[src/rtl/abd_pkg.sv]
package abd_pkg;
  typedef struct packed {
    logic clrCnt;
    logic incCnt;
    logic loadDiv;
    logic setDone;
    logic setErr;
  } abdStrb_t;

  typedef enum logic [1:0] {
    ST_IDLE = 2'd0,
    ST_ARM  = 2'd1,
    ST_MEAS = 2'd2
  } abdState_t;
endpackage

[src/rtl/abd_ctrl.sv]
module abd_ctrl
  import abd_pkg::*;
#(
  parameter int SYNC_BITS = 8
) (
  input  logic     clk,
  input  logic     rstN,
  input  logic     rxIn,
  input  logic     slaveMode,
  input  logic     abStart,
  input  logic     cntFull,
  output abdStrb_t strb
);
  localparam int FALLS = SYNC_BITS / 2;
  localparam int EW = (FALLS > 1) ? $clog2(FALLS) : 1;
  localparam logic [EW-1:0] LAST_EDGE = EW'(FALLS - 1);

  abdState_t state, stateNxt;
  logic [EW-1:0] edgeCnt, edgeNxt;
  logic rxPrev;
  logic fallSeen;

  assign fallSeen = rxPrev & ~rxIn;

  always_comb begin
    strb     = '0;
    stateNxt = state;
    edgeNxt  = edgeCnt;
    if (!slaveMode) begin
      stateNxt = ST_IDLE;
    end else if (abStart) begin
      stateNxt = ST_ARM;
      edgeNxt  = '0;
    end else begin
      unique case (state)
        ST_ARM: begin
          if (fallSeen) begin
            stateNxt    = ST_MEAS;
            strb.clrCnt = 1'b1;
            edgeNxt     = '0;
          end
        end
        ST_MEAS: begin
          if (fallSeen && edgeCnt == LAST_EDGE) begin
            strb.loadDiv = 1'b1;
            strb.setDone = 1'b1;
            stateNxt     = ST_IDLE;
          end else if (cntFull) begin
            strb.setErr  = 1'b1;
            strb.setDone = 1'b1;
            stateNxt     = ST_IDLE;
          end else begin
            strb.incCnt = 1'b1;
            if (fallSeen) edgeNxt = edgeCnt + 1'b1;
          end
        end
        default: stateNxt = ST_IDLE;
      endcase
    end
  end

  always_ff @(posedge clk or negedge rstN) begin
    if (!rstN) begin
      state   <= ST_IDLE;
      edgeCnt <= '0;
      rxPrev  <= 1'b1;
    end else begin
      state   <= stateNxt;
      edgeCnt <= edgeNxt;
      rxPrev  <= rxIn;
    end
  end
endmodule

[src/rtl/abd_dpath.sv]
module abd_dpath
  import abd_pkg::*;
#(
  parameter int          CNT_W     = 16,
  parameter int          SYNC_BITS = 8,
  parameter logic [15:0] DIV_RESET = 16'd104
) (
  input  logic             clk,
  input  logic             rstN,
  input  abdStrb_t         strb,
  input  logic             rdStatus0,
  input  logic             rdRxData,
  output logic             cntFull,
  output logic [CNT_W-1:0] divisor,
  output logic             doneFlag,
  output logic             errFlag
);
  localparam int SHIFT = $clog2(SYNC_BITS);

  logic [CNT_W-1:0] cnt;
  logic [CNT_W:0]   total;
  logic [CNT_W:0]   scaled;

  assign cntFull = &cnt;
  assign total   = {1'b0, cnt} + 1'b1;
  assign scaled  = total >> SHIFT;

  always_ff @(posedge clk or negedge rstN) begin
    if (!rstN) begin
      cnt <= '0;
    end else if (strb.clrCnt) begin
      cnt <= '0;
    end else if (strb.incCnt && !cntFull) begin
      cnt <= cnt + 1'b1;
    end
  end

  always_ff @(posedge clk or negedge rstN) begin
    if (!rstN) begin
      divisor <= CNT_W'(DIV_RESET);
    end else if (strb.loadDiv) begin
      divisor <= scaled[CNT_W-1:0];
    end
  end

  always_ff @(posedge clk or negedge rstN) begin
    if (!rstN) begin
      doneFlag <= 1'b0;
      errFlag  <= 1'b0;
    end else begin
      if (strb.setDone)  doneFlag <= 1'b1;
      else if (rdStatus0) doneFlag <= 1'b0;
      if (strb.setErr)   errFlag <= 1'b1;
      else if (rdRxData) errFlag <= 1'b0;
    end
  end
endmodule

[src/rtl/lin_autobaud.sv]
module lin_autobaud
  import abd_pkg::*;
#(
  parameter int          CNT_W     = 16,
  parameter int          SYNC_BITS = 8,
  parameter logic [15:0] DIV_RESET = 16'd104
) (
  input  logic             clk,
  input  logic             rstN,
  input  logic             rxIn,
  input  logic             slaveMode,
  input  logic             abIntEn,
  input  logic             abStart,
  input  logic             rdStatus0,
  input  logic             rdRxData,
  output logic [CNT_W-1:0] divisor,
  output logic             abDone,
  output logic             abErr,
  output logic             rxIrq
);
  abdStrb_t strb;
  logic cntFull;
  logic doneFlag;
  logic errFlag;

  abd_ctrl #(.SYNC_BITS(SYNC_BITS)) u_ctrl (
    .clk(clk), .rstN(rstN), .rxIn(rxIn), .slaveMode(slaveMode),
    .abStart(abStart), .cntFull(cntFull), .strb(strb)
  );

  abd_dpath #(.CNT_W(CNT_W), .SYNC_BITS(SYNC_BITS), .DIV_RESET(DIV_RESET)) u_dpath (
    .clk(clk), .rstN(rstN), .strb(strb), .rdStatus0(rdStatus0),
    .rdRxData(rdRxData), .cntFull(cntFull), .divisor(divisor),
    .doneFlag(doneFlag), .errFlag(errFlag)
  );

  assign abDone = doneFlag & slaveMode;
  assign abErr  = errFlag;
  assign rxIrq  = abDone & abIntEn;
endmodule

[config.mk]
export PLATFORM = sky130hd
export DESIGN_NAME = lin_autobaud
export DESIGN_NICKNAME = d
export VERILOG_FILES = /design/src/rtl/abd_pkg.sv /design/src/rtl/abd_ctrl.sv /design/src/rtl/abd_dpath.sv /design/src/rtl/lin_autobaud.sv
export SDC_FILE = /design/constraint.sdc
export NUM_CORES = 1
export LEC_CHECK = 0
export BUFFER_PORTS_ARGS = -buffer_cell sky130_fd_sc_hd__buf_2
export CAP_MARGIN = 20
export CORE_ASPECT_RATIO = 1.25
export CORE_UTILIZATION = 45
export DETAILED_ROUTE_END_ITERATION = 16
export SLEW_MARGIN = 20
export SYNTH_ARGS = -nofsm -noshare
export SYNTH_HDL_FRONTEND = slang
export SYNTH_SLANG_ARGS = --single-unit
[constraint.sdc]
create_clock -name clk -period 3.8 [get_ports clk]
set_input_delay 0.38 -clock clk [delete_from_list [all_inputs] [get_ports clk]]
set_output_delay 0.38 -clock clk [all_outputs]
set_load 0.02 [all_outputs]
==> Word level (Yosys, flattened, before mapping) <==
Cells that the tools add are included.
{ "word_totals": {"out_inout_bits": 19, "ff_bits": 37, "elab_cells": 62, "input_bits": 8} }
{ "op_classes": {"mux": 29, "bitwise_logic": 4, "add_sub_neg": 3, "n_eq_ne": 9, "n_reduce_logical": 10} }
{ "op_table": {"columns": ["op", "count"], "rows": [
  ["$mux 16", 2],
  ["$mux 2", 11],
  ["$add 16x1->17 const B", 1],
  ["$add 16x1->16 const B", 1],
  ["$reduce_and 16->1", 1],
  ["$mux 1", 11],
  ["$mux 5", 2],
  ["$pmux 2 s2", 2],
  ["$ne 3x2->1 const B", 2],
  ["$ne 3x3->1 const B", 2],
  ["$reduce_and 6->1", 1],
  ["$reduce_bool 2->1", 3],
  ["$ne 5x3->1 const B", 1],
  ["$eq 2x2->1 const B", 2],
  ["$mux 4", 1],
  ["$ne 4x3->1 const B", 1],
  ["$and 1x1->1", 3],
  ["$reduce_bool 3->1", 1],
  ["$add 2x1->2 const B", 1],
  ["$eq 2x1->1 const B", 1],
  ["$logic_and 1x1->1", 2],
  ["$reduce_and 2->1", 1],
  ["$logic_not 1->1", 1],
  ["$not 1->1", 1]
]} }

==> Logic depth before layout (Yosys ltp) <==
{ "depth": {"depth_word": 10, "ltp_mapped": 6, "ltp_nobuf": 5} }

==> Cells and area by module <==
Synthesis repeated with hierarchy kept, for this count alone.
{ "unflattened": {"cells_unflattened": 208, "hier_area_um2": 2054.5} }
{ "by_module_without_submodules": {"columns": ["module", "area_per_inst_um2", "seq_area_each_um2", "cells_per_inst", "instances"], "rows": [
  ["abd_dpath", 1734.2, 804.5, 172, 1],
  ["abd_ctrl", 307.8, 126.4, 34, 1],
  ["lin_autobaud", 12.5, 0.0, 2, 1]
]} }

==> Worst setup path before layout <==
No wires, ideal clock.
{ "synth_path": {"path_type": "reg2reg", "from": "reg u_dpath.cnt[0]", "to": "reg u_dpath.cnt[10]", "path_stages_with_launch": 7, "period_less_slack_ns": 1.933, "n_path_buf": 1, "path_slack_ns": 1.867, "setup_time_ns": 0.126, "arrival_ns": 1.807, "path_cell_list": "dfrtp_1 ha_1 nand4_2 nor4_4 nor2_2 buf_6 a221o_1"} }
{ "synth_between": {"elab_chain_len": 8, "word_cells_on_any_way": 12} }
{ "synth_lines": {"columns": ["item", "line_no", "source"], "rows": [
  ["start, declared", "abd_dpath.sv:20", "logic [CNT_W-1:0] cnt;"],
  ["start signal, assigned", "abd_dpath.sv:34", "cnt <= cnt + 1'b1;"],
  ["$reduce_and 16->1", "abd_dpath.sv:24", "assign cntFull = &cnt;"],
  ["$mux 1", "abd_ctrl.sv:48", "end else if (cntFull) begin"],
  ["$mux 1", "abd_ctrl.sv:44", "if (fallSeen && edgeCnt == LAST_EDGE) begin"],
  ["$mux 4", "abd_ctrl.sv:35", "unique case (state)"],
  ["$mux 5", "abd_ctrl.sv:31", "end else if (abStart) begin"],
  ["$mux 5", "abd_ctrl.sv:29", "if (!slaveMode) begin"],
  ["$logic_and 1x1->1", "abd_dpath.sv:33", "end else if (strb.incCnt && !cntFull) begin"],
  ["$reduce_bool 2->1 (no source line)", null, null]
]} }
Parallel ways exist; a longest one is shown, timed or not. The select of a mux whose other input is x is not followed.
A chain may end at the register's enable or synchronous reset.

==> Final worst setup path <==
{ "layout_path": {"from": "reg u_dpath.cnt[0]", "to": "reg u_dpath.cnt[0]"} }
The elaborated chain is that of the path after synthesis.

==> flow_metrics.env <==
export IMPL_fmax_ghz=0.427
export IMPL_min_delay_path_class="input pin to asynchronous set/reset pin"
export IMPL_ctsResizeCount=0
export IMPL_final_util_pct=53.4
export IMPL_finalHoldWorstSlack_ns=0.171
export IMPL_number_of_enable_flip_flop_cells_after_synthesis=0
export IMPL_first_global_vias=1544
export IMPL_cellPowerDensity_nw_per_um2=316
export IMPL_total_negative_slack_for_setup_checks_ns=0
export IMPL_timing_final_crit_share_pct=61.6
export IMPL_drt_iter0_drc=47
export IMPL_final_net_count=231
export IMPL_std_cell_rows=26
export IMPL_grt_total_usage_pct=19.7
export IMPL_worst_setup_hold_path_clk_slew_ns=0.07
export IMPL_cts_tree="built"
export IMPL_cts_repair_timing_setup_buffer_count=0
export IMPL_place_hpwl_microns=2780
export IMPL_wire_per_inst_microns=14.5
export IMPL_r2r_cells=5
export IMPL_first_pass_iters=4
export IMPL_finClkSkew_ns=0.00300
export IMPL_critical_path_reg2reg_endpoint="u_dpath.cnt[0]"
export IMPL_timing_final_hold_violations=0
export IMPL_area_growth_synth_to_final_pct=10.9
export IMPL_dieWidth_microns=61.7
export IMPL_numPortBuffers=24
export IMPL_ys_async_sr_fraction_pct=100
export IMPL_cts_sink_count=37
export IMPL_synth_top_cell_by_area="dfrtp_1"
export IMPL_pre_cts_ws_ns=1.49
export IMPL_antennaDiodeCount=0
export IMPL_timing_critical_path_from="u_dpath.cnt[0]"
export IMPL_setup_violations=0
export IMPL_placedCellCount=270
export IMPL_p_total_uw=703
export IMPL_syn_instance_count=201
export IMPL_dieHeight_microns=76.6
export IMPL_critical_path_arrival_ns=2.57
export IMPL_timing_max_slew_rel_slack_pct=47.3
export IMPL_final_min_clock_period_ns=2.34
export IMPL_maximum_number_of_pins_on_one_net_before_global_route_repair=38
export IMPL_power_leakage_nw=0.979
export IMPL_final_layout_size_suffix_gt1_share_pct=19.8
export IMPL_fin_cells=278
export IMPL_synth_area_per_cell_sq_um=9.97
export IMPL_postCtsHoldBufs=0
export IMPL_numCtsBuffers=5
export IMPL_start_util_pct=48.1
export IMPL_root_buffer="clkbuf_8"
export IMPL_worst_vdd_ir_v=0.000238
export IMPL_first_pass_grt_wire_length_microns=6880
export IMPL_fillerInstances=426
export IMPL_grt_setup_unrepaired="false"
export IMPL_post_synth_most_frequent_cells="dfrtp_1, nor2_1, a21oi_1"
export IMPL_clock_path_buffers=2
export IMPL_synth_warning_count=0
export IMPL_netlist_area_sq_um=2000
export IMPL_ff2ff_setup_slack_ns=1.46
export IMPL_insertion_delay_ns=0.29
export IMPL_max_slew_worst_pin_slew_ns=0.791
export IMPL_detail_route_antenna_nets=0
export IMPL_cap_violations=0
export IMPL_area_sequential_sq_um=931
export IMPL_synth_ff_latch_count=37
export IMPL_design_core_area_sq_um=4160
export IMPL_regToRegStartpoint="u_dpath.cnt[0]"
export IMPL_htree_levels=2
export IMPL_outcome="finished clean"
export IMPL_ios=27
export IMPL_drt_drc_violations_left=0
export IMPL_post_synth_top_count_cell="dfrtp_1"
export IMPL_globalRouteOverflowTotal=0
export IMPL_synth_area_leaders="dfrtp_1, a221o_1, dfstp_2"
export IMPL_fp_dieArea_sq_um=4720
export IMPL_yosysTopAreaCellShare_pct=41.2
export IMPL_cp_data_required_time_ns=4.03
export IMPL_final_cell_area_sq_um=2220
export IMPL_dpl_cell_area_sq_um=2130
export IMPL_slew_violations=0
export IMPL_timing_final_ws_setup_ns=1.46
export IMPL_ys_seq_area_share_pct=46.5
export IMPL_grt_antenna_before_repair=0
export IMPL_drt_wl_total_microns=4040
export IMPL_routabilityCongestion=0.809
export IMPL_worstSetupStartpointType="flip-flop"
export IMPL_worst_setup_path_endpoint="u_dpath.cnt[0]"
export IMPL_yosysUniqueCellTypes=46
export IMPL_multi_input_comb_area_sq_um=962
export IMPL_critical_path_endpoint_type="flip-flop"
export IMPL_synth_main_ff_cell="dfrtp_1"
export IMPL_timing_critical_path_fanout_max=14
export IMPL_detailroute_via_count=1593
export IMPL_post_drt_via_cell_ratio=5.73
export IMPL_setup_worst_path_class="flip-flop to flip-flop"
-- worst min-delay path by stage --
stage                            from                 to  slack [ns]  cells past startpoint
floorplan                        rstN  u_ctrl.edgeCnt[0]        0.08                      0
global placement    u_ctrl.edgeCnt[0]  u_ctrl.edgeCnt[0]        0.47                      1
detailed placement  u_ctrl.edgeCnt[0]  u_ctrl.edgeCnt[0]        0.48                      1
CTS                              rxIn      u_ctrl.rxPrev        0.20                      1
global route                     rxIn      u_ctrl.rxPrev        0.20                      1
finish                           rstN   u_dpath.doneFlag        0.17                      1
-- cell type report --
| cell class | instances | share of cell area [%] |
|---|---|---|
| well taps | 56 | 3.15 |
| flip-flops and latches | 37 | 41.9 |
| repair buffers | 26 | 6.08 |
| inverters | 9 | 1.52 |
| multi-input cells | 142 | 43.3 |
| clock buffers | 8 | 4.05 |
-- layout by cell type (no fill, tap or decap), types with 7 or more instances in the layout --
master and n:
a21oi_1 15, a221o_1 12, buf_2 24, dfrtp_1 33, inv_1 9, nand2_1 9, nor2_1 19, nor3_1 7
nor4_1 11, xnor2_1 8
-- power by group --
group	internal [mW]	leakage (nW)	switching, mW	total [mW]
combinational	0.00822	0.433	0.0178	0.0260
sequential	0.398	0.501	0.00305	0.401
clock	0.148	0.0455	0.129	0.276
-- cell families (layout without fill, tap and decap cells) --
group                      Yosys count  count (layout)  share of synthesized area, %
and+or+nand+nor                     83              83                          24.7
AOI/OAI and AO/OA                   38              38                          13.4
DFF                                 37              37                          46.5
buffers and inverters               23              43                          6.00
xor gates and xnor gates            11              11                          4.81
muxes                                6               6                          3.12
adders and majority gates            2               2                          1.25
other                                1               2                         0.187
-- flip-flops by register name, summed over array words and instances, names as in the netlist --
name              flops
u_dpath.cnt          16
u_dpath.errFlag       1
u_dpath.doneFlag      1
u_ctrl.edgeCnt        2
u_ctrl.rxPrev         1
u_ctrl.state          2
u_dpath.divisor      14
-- critical path: stages, from the launching register on --
cell     delay [ns]
dfrtp_1        0.41
ha_1           0.24
nand4_2        0.26
nor4_4         0.55
o21a_1         0.57
mux2_2         0.26
-- per-layer routing --
layer	global-route usage, %	part of all wire [%]	up-vias
met5	0	0	-
met4	9.33	0.99	0
met3	5.60	6.0	4
met2	29.8	48	44
met1	25.4	45	768
li1	-	-	777
(Power assumes the default switching activity.)
